**config.mk**
```make
export PLATFORM = sky130hd
export DESIGN_NAME = dpll_loop_counter
export DESIGN_NICKNAME = d
export VERILOG_FILES = /design/src/rtl/loop_ctr_pkg.sv /design/src/rtl/loop_ctr_rst_sync.sv /design/src/rtl/loop_ctr_mask.sv /design/src/rtl/loop_ctr_core.sv /design/src/rtl/dpll_loop_counter.sv
export SDC_FILE = /design/constraint.sdc
export NUM_CORES = 1
export LEC_CHECK = 0
export BUFFER_PORTS_ARGS = -buffer_cell sky130_fd_sc_hd__buf_2
export CAP_MARGIN = 20
export CORE_MARGIN = 2
export CORE_UTILIZATION = 30
export DETAILED_ROUTE_END_ITERATION = 8
export GPL_TIMING_DRIVEN = 0
export PLACE_DENSITY = 0.45
export SYNTH_ARGS = -nofsm -noshare
export SYNTH_HDL_FRONTEND = slang
export SYNTH_SLANG_ARGS = --single-unit
export TNS_END_PERCENT = 30
```
**constraint.sdc**
```tcl
create_clock -name clk -period 1.6 [get_ports clk]
set_input_delay 0.32 -clock clk [delete_from_list [all_inputs] [get_ports clk]]
set_output_delay 0.32 -clock clk [all_outputs]
set_load 0.005 [all_outputs]
```
**src/rtl/loop_ctr_pkg.sv**
```systemverilog
package loop_ctr_pkg;

  // Default sizing: 4-bit code, shortest counter three stages.
  localparam int unsigned CODE_W_DEF     = 4;
  localparam int unsigned MIN_STAGES_DEF = 3;

  typedef enum logic {
    DIR_UP   = 1'b0,
    DIR_DOWN = 1'b1
  } dir_e;

  typedef struct packed {
    logic carry;
    logic borrow;
  } wrap_t;

endpackage

```
**src/rtl/loop_ctr_rst_sync.sv**
```systemverilog
module loop_ctr_rst_sync #(
  parameter int unsigned STAGES = 2
) (
  input  logic clk,
  input  logic rst_ni,
  output logic rst_no
);

  logic [STAGES-1:0] sync_q;
  logic [STAGES-1:0] sync_d;

  always_comb begin
    sync_d = {sync_q[STAGES-2:0], 1'b1};
  end

  always_ff @(posedge clk or negedge rst_ni) begin
    if (!rst_ni) begin
      sync_q <= '0;
    end else begin
      sync_q <= sync_d;
    end
  end

  assign rst_no = sync_q[STAGES-1];

endmodule

```
**src/rtl/loop_ctr_mask.sv**
```systemverilog
module loop_ctr_mask #(
  parameter int unsigned CODE_W     = 4,
  parameter int unsigned MIN_STAGES = 3,
  parameter int unsigned CNT_W      = 17
) (
  input  logic [CODE_W-1:0] code,
  output logic              active,
  output logic [CNT_W-1:0]  mask
);

  assign active = (code != '0);

  // Bit i belongs to the counter when i < code + MIN_STAGES - 1,
  // i.e. code >= i - MIN_STAGES + 2.
  for (genvar i = 0; i < CNT_W; i++) begin : g_bit
    localparam int TH = i - int'(MIN_STAGES) + 2;
    if (TH <= 1) begin : g_always
      assign mask[i] = active;
    end else begin : g_cmp
      localparam logic [CODE_W-1:0] TH_C = CODE_W'(TH);
      assign mask[i] = (code >= TH_C);
    end
  end

endmodule

```
**src/rtl/loop_ctr_core.sv**
```systemverilog
module loop_ctr_core
  import loop_ctr_pkg::*;
#(
  parameter int unsigned CNT_W = 17
) (
  input  logic             clk,
  input  logic             rst_n,
  input  logic             en,
  input  dir_e             dir,
  input  logic             active,
  input  logic [CNT_W-1:0] mask,
  output wrap_t            wrap_o
);

  logic [CNT_W-1:0] cnt_q;
  logic [CNT_W-1:0] cnt_d;
  logic [CNT_W-1:0] folded;
  logic             cnt_ld;
  wrap_t            wrap_d;
  wrap_t            wrap_q;

  // Counter state only advances (or folds) when a modulus is selected.
  assign cnt_ld = active;
  assign folded = cnt_q & mask;

  always_comb begin
    cnt_d  = folded;
    wrap_d = '0;
    if (active && en) begin
      if (dir == DIR_UP) begin
        if (folded == mask) begin
          cnt_d        = '0;
          wrap_d.carry = 1'b1;
        end else begin
          cnt_d = folded + CNT_W'(1);
        end
      end else begin
        if (folded == '0) begin
          cnt_d         = mask;
          wrap_d.borrow = 1'b1;
        end else begin
          cnt_d = folded - CNT_W'(1);
        end
      end
    end
  end

  always_ff @(posedge clk or negedge rst_n) begin
    if (!rst_n) begin
      cnt_q <= '0;
    end else if (cnt_ld) begin
      cnt_q <= cnt_d;
    end
  end

  always_ff @(posedge clk or negedge rst_n) begin
    if (!rst_n) begin
      wrap_q <= '0;
    end else begin
      wrap_q <= wrap_d;
    end
  end

  assign wrap_o = wrap_q;

endmodule

```
**src/rtl/dpll_loop_counter.sv**
```systemverilog
module dpll_loop_counter
  import loop_ctr_pkg::*;
#(
  parameter int unsigned CODE_W      = CODE_W_DEF,
  parameter int unsigned MIN_STAGES  = MIN_STAGES_DEF,
  parameter int unsigned SYNC_STAGES = 2
) (
  input  logic              clk,
  input  logic              rst_n,
  input  logic              cnt_en,
  input  logic              dn_sel,
  input  logic [CODE_W-1:0] modulus_code,
  output logic              carry_pulse,
  output logic              borrow_pulse
);

  localparam int unsigned CNT_W = MIN_STAGES + (2 ** CODE_W) - 2;

  logic             rst_sync_n;
  logic             active;
  logic [CNT_W-1:0] mask;
  wrap_t            wrap;

  loop_ctr_rst_sync #(
    .STAGES (SYNC_STAGES)
  ) i_rst_sync (
    .clk    (clk),
    .rst_ni (rst_n),
    .rst_no (rst_sync_n)
  );

  loop_ctr_mask #(
    .CODE_W     (CODE_W),
    .MIN_STAGES (MIN_STAGES),
    .CNT_W      (CNT_W)
  ) i_mask (
    .code   (modulus_code),
    .active (active),
    .mask   (mask)
  );

  loop_ctr_core #(
    .CNT_W (CNT_W)
  ) i_core (
    .clk    (clk),
    .rst_n  (rst_sync_n),
    .en     (cnt_en),
    .dir    (dir_e'(dn_sel)),
    .active (active),
    .mask   (mask),
    .wrap_o (wrap)
  );

  assign carry_pulse  = wrap.carry;
  assign borrow_pulse = wrap.borrow;

endmodule

```
# Word-level counts from Yosys, hierarchy flattened
# Index checks and enable logic that the tools add are counted.
[totals]
register_bits = 21
latch_bits = 0
mem_bits_rw = 0
rom_bits = 0
output_inout_bits = 2
n_memories = 0
[classes]
add_sub_neg = 2
multipliers = 0
div = 0
order_cmp = 14
n_eq_ne = 1
shift = 0
muxes = 9
n_bitwise = 1
n_reduce_logical = 3
[op_table]
columns = ["operator", "n"]
rows = [
  ["two-way mux 17 bit", 4],
  [">= comparator 4 bit (second input constant)", 8],
  ["adder 17 x 1 -> 17 bit (second input constant)", 1],
  ["AND 17 bit", 1],
  ["== test 17 bit", 1],
  ["zero test 17 bit", 1],
  ["subtractor 17 x 1 -> 17 bit (second input constant)", 1],
  [">= comparator 4 x 3 -> 1 bit (second input constant)", 4],
  [">= comparator 4 x 2 -> 1 bit (second input constant)", 2],
  ["two-way mux 1 bit", 4],
  ["nonzero test 4 bit", 1],
  ["two-way mux 2 bit", 1],
  ["logical AND 1 bit", 1],
]

# Depth between registers and ports, before layout
# Gate-level depths: netlist of run 1.
[logic_depth]
depth_word = 6
mapped_depth = 14
depth_no_buf = 11

# Cells and area by module
# Synthesis of run 1 repeated with hierarchy kept, for this count alone.
[unflattened]
cells_unflattened = 313
area_unflattened_um2 = 2225.9
[by_module_without_submodules]
columns = ["mod", "n_inst", "cells_per_inst", "area_each_um2", "seq_area_each_um2"]
rows = [
  ["loop_ctr_core", 1, 283, 2010.7, 475.5],
  ["loop_ctr_mask", 1, 27, 161.4, 0.0],
  ["loop_ctr_rst_sync", 1, 3, 53.8, 50.0],
]

# Worst setup path after synthesis of run 1
# OpenSTA, ideal clock, no wires.
[synth_path]
kind = "input -> register"
from = "input modulus_code[2]"
to = "register i_core.cnt_q[16]"
setup_ns = 0.139
arrival_ns = 2.918
required_time_ns = 1.461
setup_slack_ns = -1.458
cell_stages = 12
path_cell_list = "buf_4 > buf_2 > or4_1 > clkbuf_1 > nand2_1 > ha_1 > nand3_1 > or4_1 > o31ai_1 > a211oi_1 > o21ai_0 > o221ai_1"
[synth_via]
elab_chain_cells = 6
[synth_rtl]
columns = ["element", "line", "text"]
rows = [
  ["from (decl)", "dpll_loop_counter.sv:12", "input logic [CODE_W-1:0] modulus_code,"],
  [">= comparator 4 x 2 -> 1 bit (tied with other cells)", "loop_ctr_mask.sv:21", "assign mask[i] = (code >= TH_C);"],
  ["AND 17 bit", "loop_ctr_core.sv:24", "assign folded = cnt_q & mask;"],
  ["adder 17 x 1 -> 17 bit (tied with other cells)", "loop_ctr_core.sv:35", "cnt_d = folded + CNT_W'(1);"],
  ["two-way mux 17 bit, on equally long branches", "loop_ctr_core.sv:31, loop_ctr_core.sv:38", ""],
  ["two-way mux 17 bit", "loop_ctr_core.sv:30", "if (dir == DIR_UP) begin"],
  ["two-way mux 17 bit", "loop_ctr_core.sv:29", "if (active && en) begin"],
  ["to (signal assigned)", "loop_ctr_core.sv:52", "cnt_q <= cnt_d;"],
  ["to (decl)", "loop_ctr_core.sv:15", "logic [CNT_W-1:0] cnt_q;"],
]
# Parallel ways exist; a longest one is shown, timed or not.
# A chain may end at the register's enable or synchronous reset.

# Final worst setup path of run 1
[layout_path]
from = "input modulus_code[3]"
to = "register i_core.cnt_q[16]"
# The elaborated chain is that of the path after synthesis.

==> results by group, run 1 <==
Route
  – Via/cell ratio: 6.11
  – Number of remaining DRC errors: 0
  – Total number of vias: 2932
  – Per-cell routed wire length: 20.8 um
  – First-pass iteration count of the detailed router: 6
  – Initial DRC Count: 297
  – Final wirelength: 9.99 mm
  – Post-DRT Antenna Nets: 0

STA
  – Slew margin rel.: 40.4%
  – Setup WS post-layout: -1.06 ns
  – Actual transition at the worst max-transition pin: 0.894 ns
  – RSZ-0062 raised after global routing: yes
  – Clock Skew: 0.00545 ns
  – Final hold violations: 0
  – Slew Viols, Final: 0
  – Minimum clock period: 2.66 ns
  – Setup TNS Final: -17.44 ns
  – Final setup violation count: 19
  – Highest clock rate: 376 MHz
  – Fin crit share: 166%

GRT
  – GR Util met3: 3.95%
  – Total gr overflow: 0
  – Initial antenna violation count: 0
  – Vias in the first global route: 2790
  – First-pass GRT wire length: 15.7 mm
  – Met1 usage: 33.3%
  – GR peak layer: met2
  – Largest net degree at the start of global routing: 20
  – Met2 GRT Util: 35.1%
  – Total GRT Usage: 23.6%

Worst setup path
  – Critical path arrival: 2.81 ns
  – FF-to-FF End: i_core.cnt_q[8]
  – Critical path required time: 1.75 ns
  – Critical Path Sink Type: flop
  – CP startpoint kind: primary input
  – R2R depth: 7
  – Critical path's largest stage delay: 0.56 ns
  – Maximum fanout along the worst path: 4
  – Worst path slowest cell: or4_4
  – Reg2reg start: i_core.cnt_q[12]
  – Reg2Reg Setup Slack: -0.93 ns
  – Setup CP Type: in2reg
  – Worst-path cell chain: buf_8 -> buf_12 -> buf_8 -> or4_4 -> clkbuf_16 -> nand2_8 -> ha_4 -> nand3_4 -> or4_4 -> o31ai_4 -> a211oi_2 -> o21ai_1 -> o221ai_1

Cells and area
  – Final Non-Filler Cells: 480
  – Most frequent cells in the layout: 37 x nand2_1, 35 x o21ai_0, 30 x buf_4, 28 x nor2_1, 26 x a21oi_1
  – Most common cell after layout, fill and taps aside: nand2_1
  – FILL cells: 799
  – Layout cells sized above 1: 27.8%
  – Reg area: 529 sq um
  – Final nets: 390
  – Design Area, Final: 3160 sq um
  – N_diodes: 0
  – Layout area overhead: 32.1%
  – Multi-input logic area: 1910 sq um
  – Core Util, Final: 40.9%

Synth
  – Synth Cell Area: 2390 sq um
  – Avg Cell Area, Syn: 7.06 sq um
  – Commonest register cell after synthesis: dfrtp_1
  – Synthesized flop and latch total: 21
  – Cells after Synth: 339
  – Seq/Total Area, Yosys: 21.9%
  – Post-synth EDFFs: 0
  – Mapped Nets: 350
  – Post-synth ARST share: 100%
  – Synth unique cells: 60
  – Yosys Warn Count: 0

Die
  – I/O Pins: 10
  – Core region area: 7730 sq um
  – Die H: 93.3 um
  – Die Width: 93.3 um
  – Die ar.: 8710 sq um
  – Core Rows: 32
  – Initial core utilization: 31.0%

Clocking
  – Clk slew on worst S/H paths: 0.10 ns
  – Worst-skew pair later-pin latency: 0.28 ns
  – CTS root buf: clkbuf_8
  – CTS max path bufs: 2
  – CTS sink count: 21
  – H-tree depth reported by CTS: 1
  – CTS tree: yes
  – CTS buffer count: 3

Run status
  – Status: finished with violations
  – Failing checks: setup timing

Worst hold path
  – Worst hold path type: in2async

Placed design
  – HPWL Detailed: 6.94 mm
  – Dpl cells: 448
  – IO Port Bufs: 7
  – Dpl ws: -1.87 ns
  – Final Wtd Congestion: 0.926
  – Placed cell area: 2670 sq um

Power
  – Peak supply drop: 461 uV
  – Pwr per Cell Area: 955 nW/um^2
  – Leak Pwr: 1.23 nW

Job
  – Max Cap Violations: 0
[cell usage after synthesis, types with 7 or more instances]
master,instances,area share (%)
nor3_1,12,2.5
nand2_1,40,6.3
o21ai_0,40,8.4
nor2_1,31,4.9
clkbuf_1,18,2.8
a21oi_1,28,5.9
nand3_1,13,2.7
a31oi_1,8,2.1
dfrtp_1,21,22
o211ai_1,7,2.2
o221ai_1,7,2.6
inv_1,7,1.1
[registers in the layout, indices dropped and copies added, names as in the netlist]
name,flops
i_core.cnt_q,17
i_core.wrap_o,2
i_rst_sync.sync_q,2
[how the worst max path moves through the flow]
stage	slack [ns]	startpoint	cells after the start	to
final	-1.06	modulus_code[3]	13	i_core.cnt_q[16]
after global routing	-1.15	modulus_code[3]	13	i_core.cnt_q[16]
after floorplan	-1.12	modulus_code[3]	12	i_core.cnt_q[8]
after global placement	-2.06	modulus_code[0]	10	i_core.cnt_q[15]
after detailed placement	-1.87	modulus_code[3]	13	i_core.cnt_q[14]
after CTS	-1.13	modulus_code[2]	13	i_core.cnt_q[16]
[final cells by class]
type	count	share of cell area (%)
flip-flops and latches	21	16.7
well taps	102	4.03
clock buffers	3	1.30
clock inverters	1	0.237
repair buffers	38	9.17
inverters	7	0.909
multi-input cells	282	60.3
plain buffers	26	7.32
[worst max-delay path, delay by kind of cell]
family	cells	cell delay (ns)
adder cells (fa/ha/maj)	1	0.16
AND/OR/NAND/NOR	4	1.23
buffers and inverters	4	0.52
AO/OA/AOI/OAI	4	0.58
[metrics by stage]
step	hold slack (ns)	total power [mW]
final	0.343	3.02
after CTS	0.330	2.93
after detailed placement	0.109	2.30
after global placement	0.106	2.30
after global routing	0.350	3.22
after floorplan	0.0244	1.88
[report_power, final]
| group | total, mW | switching, mW | leakage, nW | internal, mW |
|---|---|---|---|---|
| Clock | 0.414 | 0.237 | 0.0217 | 0.177 |
| Combinational | 1.77 | 1.04 | 0.934 | 0.727 |
| Sequential | 0.840 | 0.188 | 0.272 | 0.652 |
[kinds of logic (layout without fill, tap and decap cells)]
| kind of cell | Yosys count | in the layout | share of synthesized area, % |
|---|---|---|---|
| other | 1 | 1 | 0.157 |
| AO/OA/AOI/OAI | 129 | 129 | 36.0 |
| adder cells (fa/ha/maj) | 3 | 3 | 1.57 |
| multiplexers | 5 | 5 | 2.14 |
| XOR/XNOR | 2 | 2 | 0.732 |
| flip-flops | 21 | 21 | 21.9 |
| buffers and inverters | 36 | 75 | 7.26 |
| AND/OR/NAND/NOR | 142 | 142 | 30.2 |
[routing by layer]
metal	share of wire (%)	vias to the layer above
met3	6.8	36
met4	4.5	0
li1	-	1366
met5	0	-
met1	44	1375
met2	45	155
[timing repair]
item | CTS | global route
resized for setup | 33 | 31
pin swaps | 17 | 15
hold buffers | 1 | 0
setup endpoints to repair | 19 | 19
gates cloned | 0 | 0
hold endpoints to repair | 2 | 0
setup buffers | 18 | 12
(Power assumes the default switching activity.)
==> inputs of run 2 (changes only) <==
==> constraint.sdc (replaced) <==
create_clock -name clk -period 3.4 [get_ports clk]
set_input_delay 0.68 -clock clk [delete_from_list [all_inputs] [get_ports clk]]
set_output_delay 0.68 -clock clk [all_outputs]
set_load 0.005 [all_outputs]
==> run 2 against run 1 <==
The flow now finishes without violations. Non-clock buffer count is 26 lower. Flip-flop and latch count is the same. Worst hold slack lost 0.17 ns. Via count decreased by 3.9%. Clock skew increased by 0.0056 ns. Count of clock-buffer cells in the layout unchanged. Critical path type unchanged. Critical endpoint unchanged.
==> results by group, run 2 (synthesis results as in run 1) <==
Power
  – Gate power share: 56.1% (-2.4 points)
  – Total power draw: 1.28 mW (-58%)
  – Sw Ratio: 49.2% (+0.72 points)
  – Cell Int Power: 648 uW (-58%)
  – Sequential fraction of design power: 29.1% (+1.3 points)
  – Clock power share: 14.8% (+1.1 points)
  – Leak Pwr: 1.02 nW (-17%)
  – Pwr per Cell Area: 475 nW/um^2 (-50%)
  – Psw: 628 uW (-57%)
  – Peak supply drop: 209 uV (-55%)

Worst setup path
  – Worst path slowest cell: or4_4
  – Worst-path cell chain: buf_2 -> buf_4 -> buf_4 -> or4_4 -> nand2_2 -> ha_4 -> nand3_4 -> or4_4 -> o31ai_1 -> a211oi_1 -> o21ai_1 -> o221ai_1
  – Maximum fanout along the worst path: 14 (+10)
  – Setup CP Type: in2reg
  – Worst Path Buf+Inv: 3 (-1)
  – CP startpoint kind: primary input
  – Critical path arrival: 3.39 ns (+0.58 ns)
  – Critical path required time: 3.55 ns (+1.80 ns)
  – Critical Path Sink Type: flop
  – Critical path's largest stage delay: 0.55 ns (about the same)
  – Critical path's top delay family: simple AND/OR/NAND/NOR gates

STA
  – Clock Skew: 0.0110 ns (+0.00557 ns)
  – Fin crit share: 95.3%
  – Min Hold Slack: 0.170 ns (-0.173 ns)
  – Final setup violation count: 0 (-19)
  – Highest clock rate: 309 MHz
  – Slew Viols, Final: 0 (unchanged)
  – Actual transition at the worst max-transition pin: 0.865 ns (-0.0288 ns)
  – RSZ-0062 raised after global routing: no
  – Minimum clock period: 3.24 ns
  – Final hold violations: 0 (unchanged)
  – Slew margin rel.: 42.1% (+1.7 points)

Route
  – Via/cell ratio: 6.21 (+1.7%)
  – Per-cell routed wire length: 20.9 um (+0.26%)
  – Post-DRT Antenna Nets: 0 (unchanged)
  – First-pass iteration count of the detailed router: 5 (-1)
  – Final wirelength: 9.48 mm (-5.2%)
  – Total number of vias: 2819 (-3.9%)
  – Initial DRC Count: 304 (+2.4%)
  – Number of remaining DRC errors: 0 (unchanged)

Clocking
  – CTS tree: yes
  – CTS sink count: 21 (unchanged)
  – Hold Buf Count CTS: 0 (-1)
  – CTS buffer count: 3 (unchanged)
  – Worst-skew pair later-pin latency: 0.28 ns (about the same)
  – Clk slew on worst S/H paths: 0.10 ns (about the same)
  – H-tree depth reported by CTS: 1 (unchanged)
  – CTS root buf: clkbuf_8
  – CTS max path bufs: 2 (unchanged)

GRT
  – Vias in the first global route: 2621 (-6.1%)
  – Total GRT Usage: 22.3% (-1.3 points)
  – Largest net degree at the start of global routing: 20 (unchanged)
  – First-pass GRT wire length: 15.0 mm (-4.5%)
  – Total gr overflow: 0 (unchanged)
  – Initial antenna violation count: 0 (unchanged)

Cells and area
  – Most frequent cells in the layout: 39 x o21ai_0, 38 x nand2_1, 31 x nor2_1, 28 x a21oi_1, 21 x dfrtp_1
  – Final Non-Filler Cells: 454 (-5.4%)
  – Most common cell after layout, fill and taps aside: o21ai_0
  – Layout area overhead: 12.2%
  – Largest Register: i_core.cnt_q
  – N_diodes: 0 (unchanged)
  – Layout cells sized above 1: 13.1% (-15 points)
  – Final nets: 364 (-6.7%)
  – Max reg flops: 17 (unchanged)
  – Core Util, Final: 34.8% (-6.2 points)
  – Design Area, Final: 2690 sq um (-15%)

Die
  – Die ar.: 8710 sq um (unchanged)
  – Core region area: 7730 sq um (unchanged)
  – I/O Pins: 10 (unchanged)
  – Die H: 93.3 um (unchanged)
  – Core Rows: 32 (unchanged)
  – Die Width: 93.3 um (unchanged)
  – Initial core utilization: 31.0% (unchanged)

Worst hold path
  – Worst hold path type: in2async

Placed design
  – HPWL Detailed: 6.83 mm (-1.6%)
  – IO Port Bufs: 7 (unchanged)
  – Dpl cells: 449 (+0.22%)
  – Final Wtd Congestion: 0.988 (+6.7%)
  – Placed cell area: 2570 sq um (-3.9%)

Run status
  – Status: finished clean

Job
  – Max Cap Violations: 0 (unchanged)
## run 2: final cells by class
class | instances | area (sq um)
Clock buffer | 3 | 41.3
Buffer | 26 | 145
Clock inverter | 1 | 5.00
Fill cell | 840 | 5040
Timing Repair Buffer | 12 | 70.1
Tap cell | 102 | 128
Inverter | 7 | 26.3
Multi-Input combinational cell | 282 | 1750
Sequential cell | 21 | 526
## run 2: per-layer routing
layer / track usage [%] / wire [um]
met1: 32.4 / 4350
met2: 34.4 / 4190
met3: 2.18 / 694
met4: 7.84 / 238
met5: 0 / 0
## run 2: path summary, 6_finish.rpt
path,startpoint,endpoint,slack [ns],cells past startpoint
worst max-delay path,modulus_code[3],i_core.cnt_q[16],0.16,12
worst min-delay path,rst_n,i_rst_sync.sync_q[0],0.17,1
worst max register to register,i_core.cnt_q[2],i_core.cnt_q[14],0.60,9
worst min register to register,i_rst_sync.sync_q[1],i_core.cnt_q[6],0.36,0
max in group asynchronous,i_rst_sync.sync_q[1],i_core.cnt_q[8],2.50,0
min in group clk,i_rst_sync.sync_q[0],i_rst_sync.sync_q[1],0.36,0
## run 2: worst reg2reg max path: cells and delay by family (launching register included)
kind	cells	cell delay (ns)
and+or+nand+nor	4	1.01
AOI/OAI and AO/OA	3	0.83
buffers and inverters	2	0.53
DFF	1	0.33
## run 2: timing repair
item,CTS,global route
buffers inserted,1,2
resized for setup,12,6
cloned,0,0
endpoints found under the setup margin,17,9
pin swaps,2,5
endpoints found under the hold margin,0,0
## run 2: per-stage QoR
| stage | setup TNS (ns) | worst slack (ns) |
|---|---|---|
| final | 0 | 0.160 |
| after global routing | 0 | 0.0399 |
| after CTS | 0 | 0.0288 |
| after detailed placement | -9.28 | -0.745 |
| after global placement | -14.68 | -1.15 |
| after floorplan | 0 | 0.00508 |
## run 2: power groups by stage
stage | clock [mW] | sequential, mW | combinational (mW)
after floorplan | 0 | 0.352 | 0.490
after global placement | 0 | 0.373 | 0.655
after detailed placement | 0 | 0.374 | 0.653
after CTS | 0.196 | 0.369 | 0.684
after global routing | 0.207 | 0.382 | 0.788
final | 0.189 | 0.372 | 0.715
==> inputs of run 3 (changes only) <==
--- a/config.mk
+++ b/config.mk
@@ -7,6 +7,7 @@
 export LEC_CHECK = 0
 export BUFFER_PORTS_ARGS = -buffer_cell sky130_fd_sc_hd__buf_2
 export CAP_MARGIN = 20
+export CORE_ASPECT_RATIO = 1.5
 export CORE_MARGIN = 2
 export CORE_UTILIZATION = 30
 export DETAILED_ROUTE_END_ITERATION = 8
==> run 3 against run 2 <==
Clock power up 46%. Critical path type unchanged. Non-clock buffer count rose by 5. Largest power group unchanged. Cell count rose by 1.1%. Sequential power increased by 1%. First-iteration DRC count is 9.5% lower. Worst hold slack better by 0.0091 ns. Count of clock-buffer cells in the layout rose by 1. Power grew 8.4%.
==> results by group, run 3 (synthesis results as in run 1) <==
Clocking
  – CTS buffer count: 3 (unchanged)
  – CTS tree: yes
  – CTS root buf: clkbuf_16
  – Clk slew on worst S/H paths: 0.07 ns (-0.03 ns)
  – CTS max path bufs: 2 (unchanged)
  – CTS sink count: 21 (unchanged)
  – H-tree depth reported by CTS: 1 (unchanged)
  – Worst-skew pair later-pin latency: 0.27 ns (about the same)

Worst setup path
  – Reg2reg start: i_core.cnt_q[2]
  – Reg2Reg Setup Slack: 0.44 ns (-0.16 ns)
  – Critical Path Sink Type: flop
  – FF-to-FF End: i_core.cnt_q[14]
  – Worst path slowest cell: o41ai_4
  – Critical path required time: 3.55 ns (about the same)
  – Maximum fanout along the worst path: 10 (-4)
  – Most frequent CP cell: buf_2
  – R2R depth: 9 (unchanged)
  – CP startpoint kind: primary input
  – Worst-path cell chain: buf_2 -> buf_2 -> nor4_4 -> nor2_1 -> or4_4 -> o41ai_4 -> buf_6 -> a21oi_1 -> a221oi_2 -> nand2_1
  – Critical path arrival: 3.50 ns (+0.11 ns)
  – Setup CP Type: in2reg
  – Critical path's largest stage delay: 0.70 ns (+0.15 ns)

Cells and area
  – Max reg flops: 17 (unchanged)
  – N_diodes: 0 (unchanged)
  – Final nets: 369 (+1.4%)
  – Layout cells sized above 1: 14.6% (+1.5 points)
  – Final Non-Filler Cells: 459 (+1.1%)
  – Layout area overhead: 15.7%
  – Largest Register: i_core.cnt_q
  – Most frequent cells in the layout: 38 x nand2_1, 38 x o21ai_0, 31 x nor2_1, 28 x a21oi_1, 21 x dfrtp_1

Route
  – Per-cell routed wire length: 21.3 um (+2.0%)
  – Post-DRT Antenna Nets: 0 (unchanged)
  – First-pass iteration count of the detailed router: 7 (+2)
  – Via/cell ratio: 6.27 (+0.98%)
  – Total number of vias: 2878 (+2.1%)
  – Number of remaining DRC errors: 0 (unchanged)
  – Initial DRC Count: 275 (-9.5%)
  – Final wirelength: 9.77 mm (+3.2%)

Power
  – Pwr per Cell Area: 499 nW/um^2 (+5.1%)
  – Leak Pwr: 1.06 nW (+4.0%)
  – Peak supply drop: 188 uV (-10%)
  – Total power draw: 1.38 mW (+8.4%)

Run status
  – Status: finished clean

GRT
  – First-pass GRT wire length: 15.6 mm (+4.1%)
  – Total gr overflow: 0 (unchanged)
  – Vias in the first global route: 2768 (+5.6%)
  – Largest net degree at the start of global routing: 20 (unchanged)
  – Initial antenna violation count: 0 (unchanged)
  – Total GRT Usage: 22.9% (+0.60 points)

STA
  – Actual transition at the worst max-transition pin: 0.937 ns (+0.0718 ns)
  – Final hold violations: 0 (unchanged)
  – Highest clock rate: 299 MHz (-3.1%)
  – Slew margin rel.: 37.3% (-4.8 points)
  – Fin crit share: 98.4% (+3.1 points)
  – Slew Viols, Final: 0 (unchanged)
  – Clock Skew: 0.00511 ns (-0.00591 ns)
  – Minimum clock period: 3.34 ns (+0.105 ns)
  – Setup TNS Final: 0 ns (unchanged)
  – Final setup violation count: 0 (unchanged)
  – Setup WS post-layout: 0.0551 ns (-0.105 ns)
  – RSZ-0062 raised after global routing: no

Die
  – Die ar.: 8730 sq um (+0.17%)
  – Core Rows: 39 (+22%)
  – Die Width: 77.0 um (-18%)
  – I/O Pins: 10 (unchanged)
  – Die H: 113 um (+22%)
  – Initial core utilization: 31.3% (+0.27 points)
  – Core region area: 7660 sq um (-0.86%)

Placed design
  – Dpl ws: -0.727 ns (+0.0187 ns)
  – Final Wtd Congestion: 0.923 (-6.5%)
  – IO Port Bufs: 7 (unchanged)
  – HPWL Detailed: 7.02 mm (+2.8%)
  – Dpl cells: 450 (+0.22%)

Job
  – Max Cap Violations: 0 (unchanged)

Worst hold path
  – Worst hold path type: in2async
## run 3: how the worst max path moves through the flow
stage               startpoint                to  slack, ns
2_1_floorplan  modulus_code[2]  i_core.cnt_q[16]      0.005
6_report       modulus_code[0]  i_core.cnt_q[14]       0.06
3_5_place_dp   modulus_code[2]  i_core.cnt_q[10]      -0.73
4_1_cts        modulus_code[2]  i_core.cnt_q[14]       0.03
5_1_grt        modulus_code[0]  i_core.cnt_q[14]      0.003
3_3_place_gp   modulus_code[2]  i_core.cnt_q[10]      -1.22
## run 3: final cells by class
type / count / area, sq um
Timing Repair Buffer: 16 / 100
Buffer: 27 / 159
Sequential cell: 21 / 526
Inverter: 7 / 26.3
Tap cell: 102 / 128
Fill cell: 840 / 4890
Clock buffer: 4 / 78.8
Multi-Input combinational cell: 282 / 1750
## run 3: metal layers
| metal | GRT usage (%) | wire length [um] | up-vias |
|---|---|---|---|
| met2 | 37.9 | 4710 | 125 |
| met4 | 14.1 | 567 | 0 |
| met1 | 28.9 | 4010 | 1403 |
| met5 | 0 | 0 | - |
| li1 | - | - | 1313 |
| met3 | 2.06 | 486 | 37 |
## run 3: power breakdown
| part | switching [mW] | internal (mW) | total [mW] |
|---|---|---|---|
| combinational | 0.458 | 0.273 | 0.731 |
| sequential | 0.0714 | 0.305 | 0.376 |
| clock | 0.115 | 0.161 | 0.276 |
| total | 0.645 | 0.739 | 1.38 |
## run 3: critical path, delay by kind of cell
| kind | cells | cell delay, ns |
|---|---|---|
| AND/OR/NAND/NOR | 4 | 1.26 |
| AO/OA/AOI/OAI | 3 | 0.95 |
| buffers and inverters | 3 | 0.59 |
## run 3: through the flow
| stage | area (sq um) | hold WS, ns | util (%) |
|---|---|---|---|
| after floorplan | 2400 | 0.240 | - |
| after global placement | 2560 | 0.339 | 33.4 |
| after detailed placement | 2570 | 0.344 | 33.6 |
| after CTS | 2720 | 0.181 | 35.6 |
| after global routing | 2770 | 0.183 | 36.2 |
| final | 2770 | 0.179 | 36.2 |
## run 3: timing repair
item                       in CTS  in global routing
hold buffers                    0                  0
hold endpoints to repair        0                  0
setup endpoints to repair      17                 11
gates resized for setup        18                  6
buffers inserted                1                  6
pin swaps                       2                  5
